### src/rtl/sdram_col_seq.sv
module sdram_col_seq #(
  parameter int COL_W     = 8,
  parameter int LSEL_W    = 3,
  parameter int MAX_FIXED = 3
) (
  input  logic              clk,
  input  logic              rst_n,
  input  logic              ce,
  input  logic              start,
  input  logic [COL_W-1:0]  start_col,
  input  logic [LSEL_W-1:0] len_sel,
  input  logic              interleave,
  input  logic              stop,
  output logic [COL_W-1:0]  col,
  output logic              valid,
  output logic              last
);

  localparam logic [LSEL_W-1:0] FIXED_TOP = LSEL_W'(MAX_FIXED);

  logic              active;
  logic [COL_W-1:0]  base;
  logic [COL_W-1:0]  beat;
  logic [LSEL_W-1:0] sel_q;
  logic              il_q;

  logic              full;
  logic [COL_W-1:0]  mask;
  logic [COL_W-1:0]  seq_addr;
  logic [COL_W-1:0]  il_addr;
  logic [COL_W-1:0]  col_inc;

  assign full     = sel_q > FIXED_TOP;
  assign mask     = full ? '1 : ~({COL_W{1'b1}} << sel_q);
  assign seq_addr = (base & ~mask) | ((base + beat) & mask);
  assign il_addr  = base ^ (beat & mask);
  assign col      = active ? ((il_q && !full) ? il_addr : seq_addr) : '0;
  assign valid    = active;
  assign last     = active && !full && (beat == mask);
  assign col_inc  = col + 1'b1;

  always_ff @(posedge clk or negedge rst_n) begin
    if (!rst_n) begin
      active <= 1'b0;
      base   <= '0;
      beat   <= '0;
      sel_q  <= '0;
      il_q   <= 1'b0;
    end else if (ce) begin
      if (start) begin
        active <= 1'b1;
        base   <= start_col;
        beat   <= '0;
        sel_q  <= len_sel;
        il_q   <= interleave;
      end else if (stop || last) begin
        active <= 1'b0;
      end else if (active) begin
        beat <= beat + 1'b1;
      end
    end
  end

  a_r1_idle_zero: assert property (@(posedge clk) disable iff (!rst_n)
    !valid |-> (col == '0) && !last);

  a_r2_start_loads: assert property (@(posedge clk) disable iff (!rst_n)
    ce && start |=> valid && (col == $past(start_col)));

  a_r5_last_ends: assert property (@(posedge clk) disable iff (!rst_n)
    ce && last && !start |=> !valid);

  a_r6_page_step: assert property (@(posedge clk) disable iff (!rst_n)
    valid && full && ce && !start && !stop |=> valid && (col == $past(col_inc)) && !last);

  a_r8_stop_ends: assert property (@(posedge clk) disable iff (!rst_n)
    ce && stop && !start |=> !valid);

  a_r9_frozen: assert property (@(posedge clk) disable iff (!rst_n)
    !ce |=> $stable(col) && $stable(valid) && $stable(last));

endmodule

### config.mk
export PLATFORM = sky130hd
export DESIGN_NAME = sdram_col_seq
export DESIGN_NICKNAME = d
export VERILOG_FILES = /design/src/rtl/sdram_col_seq.sv
export SDC_FILE = /design/constraint.sdc
export NUM_CORES = 1
export LEC_CHECK = 0
export BUFFER_PORTS_ARGS = -buffer_cell sky130_fd_sc_hd__buf_4
export CORE_ASPECT_RATIO = 0.9
export CORE_MARGIN = 2
export CORE_UTILIZATION = 40
export CTS_CLUSTER_SIZE = 30
export DETAILED_ROUTE_END_ITERATION = 8
export SLEW_MARGIN = 30
export SYNTH_ARGS = -nofsm -noshare
export SYNTH_HDL_FRONTEND = slang
export SYNTH_SLANG_ARGS = --single-unit
### constraint.sdc
create_clock -name clk -period 4.75 [get_ports clk]
set_input_delay 0.95 -clock clk [delete_from_list [all_inputs] [get_ports clk]]
set_output_delay 0.95 -clock clk [all_outputs]
set_load 0.02 [all_outputs]
==> results of run 1 <==
## worst max-delay path by stage
stage	endpoint	depth (start not counted)
floorplan	col[6]	6
global placement	last	5
detailed placement	last	5
CTS	last	5
global route	last	5
finish	last	5
## placed cells by master (no fill, tap or decap), drive strengths merged
master,instances
and3,2
nand3b,2
or2,1
buf,26
o311ai,1
a21o,4
a21oi,5
clkbuf,4
o211a,4
a2bb2oi,1
mux2i,4
nor2,7
a31oi,3
nor2b,1
nand4,5
inv,2
a31o,1
and4,1
xnor2,8
xor2,9
fa,1
o211ai,1
o21ai,7
nor4,1
nor4b,1
ha,15
and2,2
or3,2
nand2,52
nand3,3
nand2b,2
nor3b,1
dfrtp,21
## critical path: stages (launching register included)
cell and delay, ns:
sky130_fd_sc_hd__dfrtp_1 0.61, sky130_fd_sc_hd__or3_1 0.51, sky130_fd_sc_hd__ha_1 0.29, sky130_fd_sc_hd__nor4_1 0.53, sky130_fd_sc_hd__and3_1 0.28, sky130_fd_sc_hd__buf_4 0.15
## state kept, by name, summed over array words and instances, names as in the netlist
name and cells:
base 8, beat 8, il_q 1, sel_q 3, valid 1
## routing by layer
layer	global-route usage	up-vias	part of all wire
li1	-	656	-
met3	0.03200	7	0.039
met1	0.2365	656	0.47
met2	0.2869	20	0.48
met4	0.06731	0	0.017
met5	0	-	0
## power breakdown
part / internal, mW / switching, mW
registers: 0.195 / 0.0330
clock network: 0.0599 / 0.0619
logic: 0.0784 / 0.0876
total: 0.333 / 0.182
## cell type report
cell class | count | area, µm² | share of cell area
multi-input combinational | 147 | 991.0 | 0.5440
sequential | 21 | 525.5 | 0.2885
timing repair buffer | 26 | 195.2 | 0.1071
tap | 46 | 57.56 | 0.03159
clock buffer | 4 | 45.04 | 0.02473
inverter | 2 | 7.507 | 0.004121
## cell families after synthesis
family | share of synthesized area
flip-flops | 0.3355
buffers and inverters | 0.03195
multiplexers | 0.02556
XOR/XNOR | 0.09505
AND/OR/NAND/NOR | 0.2532
adder cells (fa/ha/maj) | 0.1326
AO/OA/AOI/OAI | 0.1262
==> flow_summary_export.csv, run 1 <==
group,metric,value,unit
yosys,top_post_synthesis_cells_by_count,"sky130_fd_sc_hd__nand2_1, sky130_fd_sc_hd__dfrtp_1, sky130_fd_sc_hd__ha_1",
layout,flow.area_growth_from_synthesis,16.29,%
yosys,synth.most_common_cell,"sky130_fd_sc_hd__nand2_1",
die,fp.dieArea,4434,µm²
drt,vias_per_cell,5.443,
critical_path,crit_path_start_kind,"flop",
yosys,synth-main-ff-cell,"sky130_fd_sc_hd__dfrtp_1",
yosys,synth_largest_area_cell,"sky130_fd_sc_hd__dfrtp_1",
timing,tightest_slew,0.7360,ns
grt,via_count_of_the_first_global_routing_pass,1344,
timing,slew-limit-headroom,0.5093,
layout,post-route-cell-area,1822,µm²
clock_tree,clock_tree.buffer_depth,2,
timing,final-setup-viol-count,0,
power_and_ir_drop,peakVddDrop,0.09919,mV
clock_tree,clock_sinks,21,
clock_tree,htree_levels,1,
die,dieHeight,63.37,µm
grt,grt_start_max_net_pins,22,
timing,fmaxAchievable,0.2790,GHz
timing,rsz0062_at_grt,"false",
layout,post_route_cells_drive_above_1_share,0.1700,
clock_tree,cts_buffers,3,
placed_design,gp_congestion,0.7723,
die,core_area,3731,µm²
critical_path,crit_start,"sel_q[2]",
die,die_x,69.97,µm
grt,grt-ovfl-total,0,
clock_tree,clkTransAtPathRegs,0.08,ns
grt,first_pass_grt_wire_length,6285,µm
yosys,number_of_distinct_standard_cells_referenced_by_the_synthesized_netlist,36,
yosys,synth.area.top_cells,"sky130_fd_sc_hd__dfrtp_1, sky130_fd_sc_hd__nand2_1, sky130_fd_sc_hd__ha_1",
drt,number_of_search_and_repair_iterations_in_the_first_detailed_routing_pass,4,
grt,grt_antenna_before_repair,0,
timing,setup_total_negative_slack,0,ns
status,result_of_the_run,"completed",
placed_design,placed_cell_area,1777,µm²
timing,finalWorstPathRequiredPeriod,3.585,ns
critical_path,path_class,"reg2out",
layout,layout.filler_cells,385,
drt,routed_length_per_instance,14.81,µm
timing,finalWorstSetupSlack,1.165,ns
min_path,min-delay-start,"base[7]",
yosys,post_synthesis_cell_count,180,
grt,global_route.usage.total,0.1774,
die,pin_count,27,
critical_path,timing.reg2reg.worst_path_depth,7,
drt,drc,0,
yosys,sequential_to_total_area_share_from_yosys_stat,0.3355,
layout,finalCoreUtilization,0.4883,
layout,layout.cells.non_filler,246,
critical_path,timing.critical_path.to_type,"output pin",
power_and_ir_drop,power-per-cell-area,283.1,nW/µm²
yosys,postSynthNetCount,213,
placed_design,dpl_worst_slack,1.466,ns
drt,dr.first_iter.drc_count,82,
die,initial_core_util,0.4199,
placed_design,dp_hpwl,2810,µm
clock_tree,cts_hold_repair.buffers,0,
flow_run,maxCapViolations,0,
yosys,ys_ff_latch,21,
layout,antennaDiodeCount,0,
placed_design,placed_cells,242,
timing,timing.hold.ws,0.5208,ns
critical_path,crit_path_max_fanout,19,
yosys,synthesis.area_per_instance,8.703,µm²
timing,hold_viol_final,0,
critical_path,worstReg2RegStart,"sel_q[2]",
min_path,hold_depth,2,
power_and_ir_drop,p_leak,0.9626,nW
clock_tree,cts_root_buffer,"sky130_fd_sc_hd__clkbuf_8",
yosys,synth-async-reset-ratio,1.000,
die,placement_row_count,21,
drt,post_route_wl,3644,µm
clock_tree,cts_post_setup_buffers_inserted,0,
min_path,hold_path_end,"base[7]",
critical_path,critPathArrivalTime,2.63,ns
timing,drv_slew,0,
drt,ant_nets,0,
timing,timing.clock.skew,0.001415,ns
clock_tree,cts.repair.resized,0,
min_path,hold_class,"reg2reg",
layout,fin_nets,234,
power_and_ir_drop,total_power,0.5158,mW
clock_tree,tritoncts,"built",
yosys,synth.top_cell.area_share,0.3355,
clock_tree,insertion_delay_to_the_later_sink_of_the_worst_skew_pair,0.26,ns
critical_path,worst_path_required_time,3.80,ns
yosys,post_synth_instance_area,1567,µm²
yosys,ys_warn_count,0,
critical_path,timing.reg2reg.setup_slack,2.02,ns
critical_path,rr_endpoint,"beat[5]",
placed_design,port-buffer-count,26,
yosys,count_of_flip_flops_with_a_built_in_enable_after_synthesis,0,
drt,num_vias,1339,
timing,final_min_period_over_clock_period,0.7546,
Power figures use the tool's default switching activity.
==> run 2, diff against run 1 <==
==> constraint.sdc (replaced) <==
create_clock -name clk -period 3.4 [get_ports clk]
set_input_delay 0.68 -clock clk [delete_from_list [all_inputs] [get_ports clk]]
set_output_delay 0.68 -clock clk [all_outputs]
set_load 0.02 [all_outputs]
==> run 2 against run 1 <==
Compared with the run above:
- cell count increased by 0.41%
- clock power rose by 34%
- first-iteration DRC count is 59% lower
- count of clock-buffer cells in the layout stayed put
- power rose by 39%
==> flow_summary_export.csv, run 2 (same netlist as run 1, synthesis figures left out) <==
group,metric,value,unit
critical_path,timing.reg2reg.setup_slack,0.97,ns
timing,slew-limit-headroom,0.5359,
drt,dr.first_iter.drc_count,34,
timing,setup_total_negative_slack,0,ns
min_path,hold_class,"in2async",
timing,timing.clock.skew,0.004527,ns
placed_design,port-buffer-count,26,
layout,fin_nets,235,
layout,antennaDiodeCount,0,
power_and_ir_drop,total_power,0.7155,mW
drt,vias_per_cell,5.348,
drt,num_vias,1321,
clock_tree,clkTransAtPathRegs,0.08,ns
die,core_area,3731,µm²
power_and_ir_drop,power-per-cell-area,391.2,nW/µm²
status,result_of_the_run,"completed",
critical_path,timing.critical_path.cells,"ha_1 > fa_1 > a21o_1 > a21oi_1 > a2bb2oi_1 > nand4_1 > o311ai_0 > buf_4",
clock_tree,cts_buffers,3,
timing,finalWorstSetupSlack,0.1949,ns
critical_path,worst_path_required_time,2.72,ns
critical_path,cp_slowest_cell,"sky130_fd_sc_hd__dfrtp_1",
layout,layout.filler_cells,369,
clock_tree,tritoncts,"built",
die,die_x,69.97,µm
timing,drv_slew,0,
timing,finalWorstPathRequiredPeriod,3.205,ns
die,dieHeight,63.37,µm
placed_design,placed_cells,243,
grt,via_count_of_the_first_global_routing_pass,1296,
placed_design,dpl_worst_slack,0.5108,ns
critical_path,critPathArrivalTime,2.53,ns
grt,grt_busiest_layer,"met2",
grt,groute.layer.met1.usage,0.2292,
die,placement_row_count,21,
clock_tree,cts.repair.resized,0,
clock_tree,cts_hold_repair.buffers,0,
placed_design,dp_hpwl,2783,µm
die,pin_count,27,
timing,hold_viol_final,0,
drt,drc,0,
die,fp.dieArea,4434,µm²
critical_path,crit_path_start_kind,"flop",
clock_tree,clock_sinks,21,
die,initial_core_util,0.4199,
drt,post_route_wl,3562,µm
layout,layout.cells.non_filler,247,
timing,rsz0062_at_grt,"false",
layout,most-common-layout-cells,"sky130_fd_sc_hd__nand2_1, sky130_fd_sc_hd__buf_4, sky130_fd_sc_hd__dfrtp_1",
timing,tightest_slew,0.6962,ns
layout,post_route_cells_drive_above_1_share,0.1741,
grt,groute.layer.met3.usage,0.03040,
critical_path,buf_inv_stages_crit_path,1,
critical_path,critical-path-top-delay-family,"compound AO/OA/AOI/OAI gates",
grt,grt_antenna_before_repair,0,
placed_design,gp_congestion,0.7934,
timing,final-setup-viol-count,0,
layout,flow.area_growth_from_synthesis,16.77,%
critical_path,worstReg2RegStart,"sel_q[1]",
clock_tree,cts_root_buffer,"sky130_fd_sc_hd__clkbuf_8",
drt,number_of_search_and_repair_iterations_in_the_first_detailed_routing_pass,4,
critical_path,timing.critical_path.to_type,"output pin",
grt,global_route.usage.total,0.1709,
drt,routed_length_per_instance,14.42,µm
grt,grt-ovfl-total,0,
power_and_ir_drop,p_leak,0.9675,nW
grt,grt_use_met2,0.2810,
grt,grt_start_max_net_pins,22,
critical_path,crit_start,"beat[0]",
layout,layout.cells.most_common,"sky130_fd_sc_hd__nand2_1",
clock_tree,clock_tree.buffer_depth,2,
timing,fmaxAchievable,0.3120,GHz
timing,final_min_period_over_clock_period,0.9427,
critical_path,max_stage_delay,0.48,ns
clock_tree,htree_levels,1,
layout,top_regs,"base (8), beat (8), sel_q (3)",
critical_path,crit_path_max_fanout,7,
flow_run,maxCapViolations,0,
drt,ant_nets,0,
clock_tree,insertion_delay_to_the_later_sink_of_the_worst_skew_pair,0.26,ns
grt,first_pass_grt_wire_length,6009,µm
clock_tree,cts_post_setup_buffers_inserted,0,
power_and_ir_drop,peakVddDrop,0.2523,mV
layout,finalCoreUtilization,0.4903,
critical_path,path_class,"reg2out",
run 2: where the power goes:
part	total [mW]	internal (mW)	switching, mW
clock network	0.163	0.0835	0.0794
logic	0.242	0.112	0.130
registers	0.310	0.273	0.0375
total	0.716	0.468	0.247
run 2: path summary, 6_finish.rpt:
kind | to | depth (start not counted)
worst max-delay path | col[6] | 8
worst min-delay path | beat[1] | 1
worst max register to register | beat[4] | 7
worst min register to register | base[7] | 2
max in group asynchronous | base[3] | 1
min in group clk | base[7] | 2
run 2: cell type report:
class | count | area [µm²] | area share
well taps | 46 | 57.56 | 0.03146
clock buffers | 4 | 45.04 | 0.02462
repair buffers | 27 | 202.7 | 0.1108
flip-flops and latches | 21 | 525.5 | 0.2873
inverters | 2 | 7.507 | 0.004104
multi-input cells | 147 | 991.0 | 0.5417
run 2: metal layers:
| layer | vias to the layer above | wire, µm |
|---|---|---|
| met1 | 634 | 1696 |
| met3 | 5 | 135 |
| met4 | 0 | 44 |
| met5 | - | 0 |
| met2 | 24 | 1685 |
| li1 | 658 | - |
run 2: through the flow:
stage / instance area [µm²] / hold WS (ns)
after global routing: 1829 / 0.2991
after CTS: 1829 / 0.2954
after floorplan: 1567 / 0.3844
final: 1829 / 0.2880
after detailed placement: 1784 / 0.4820
after global placement: 1784 / 0.4751
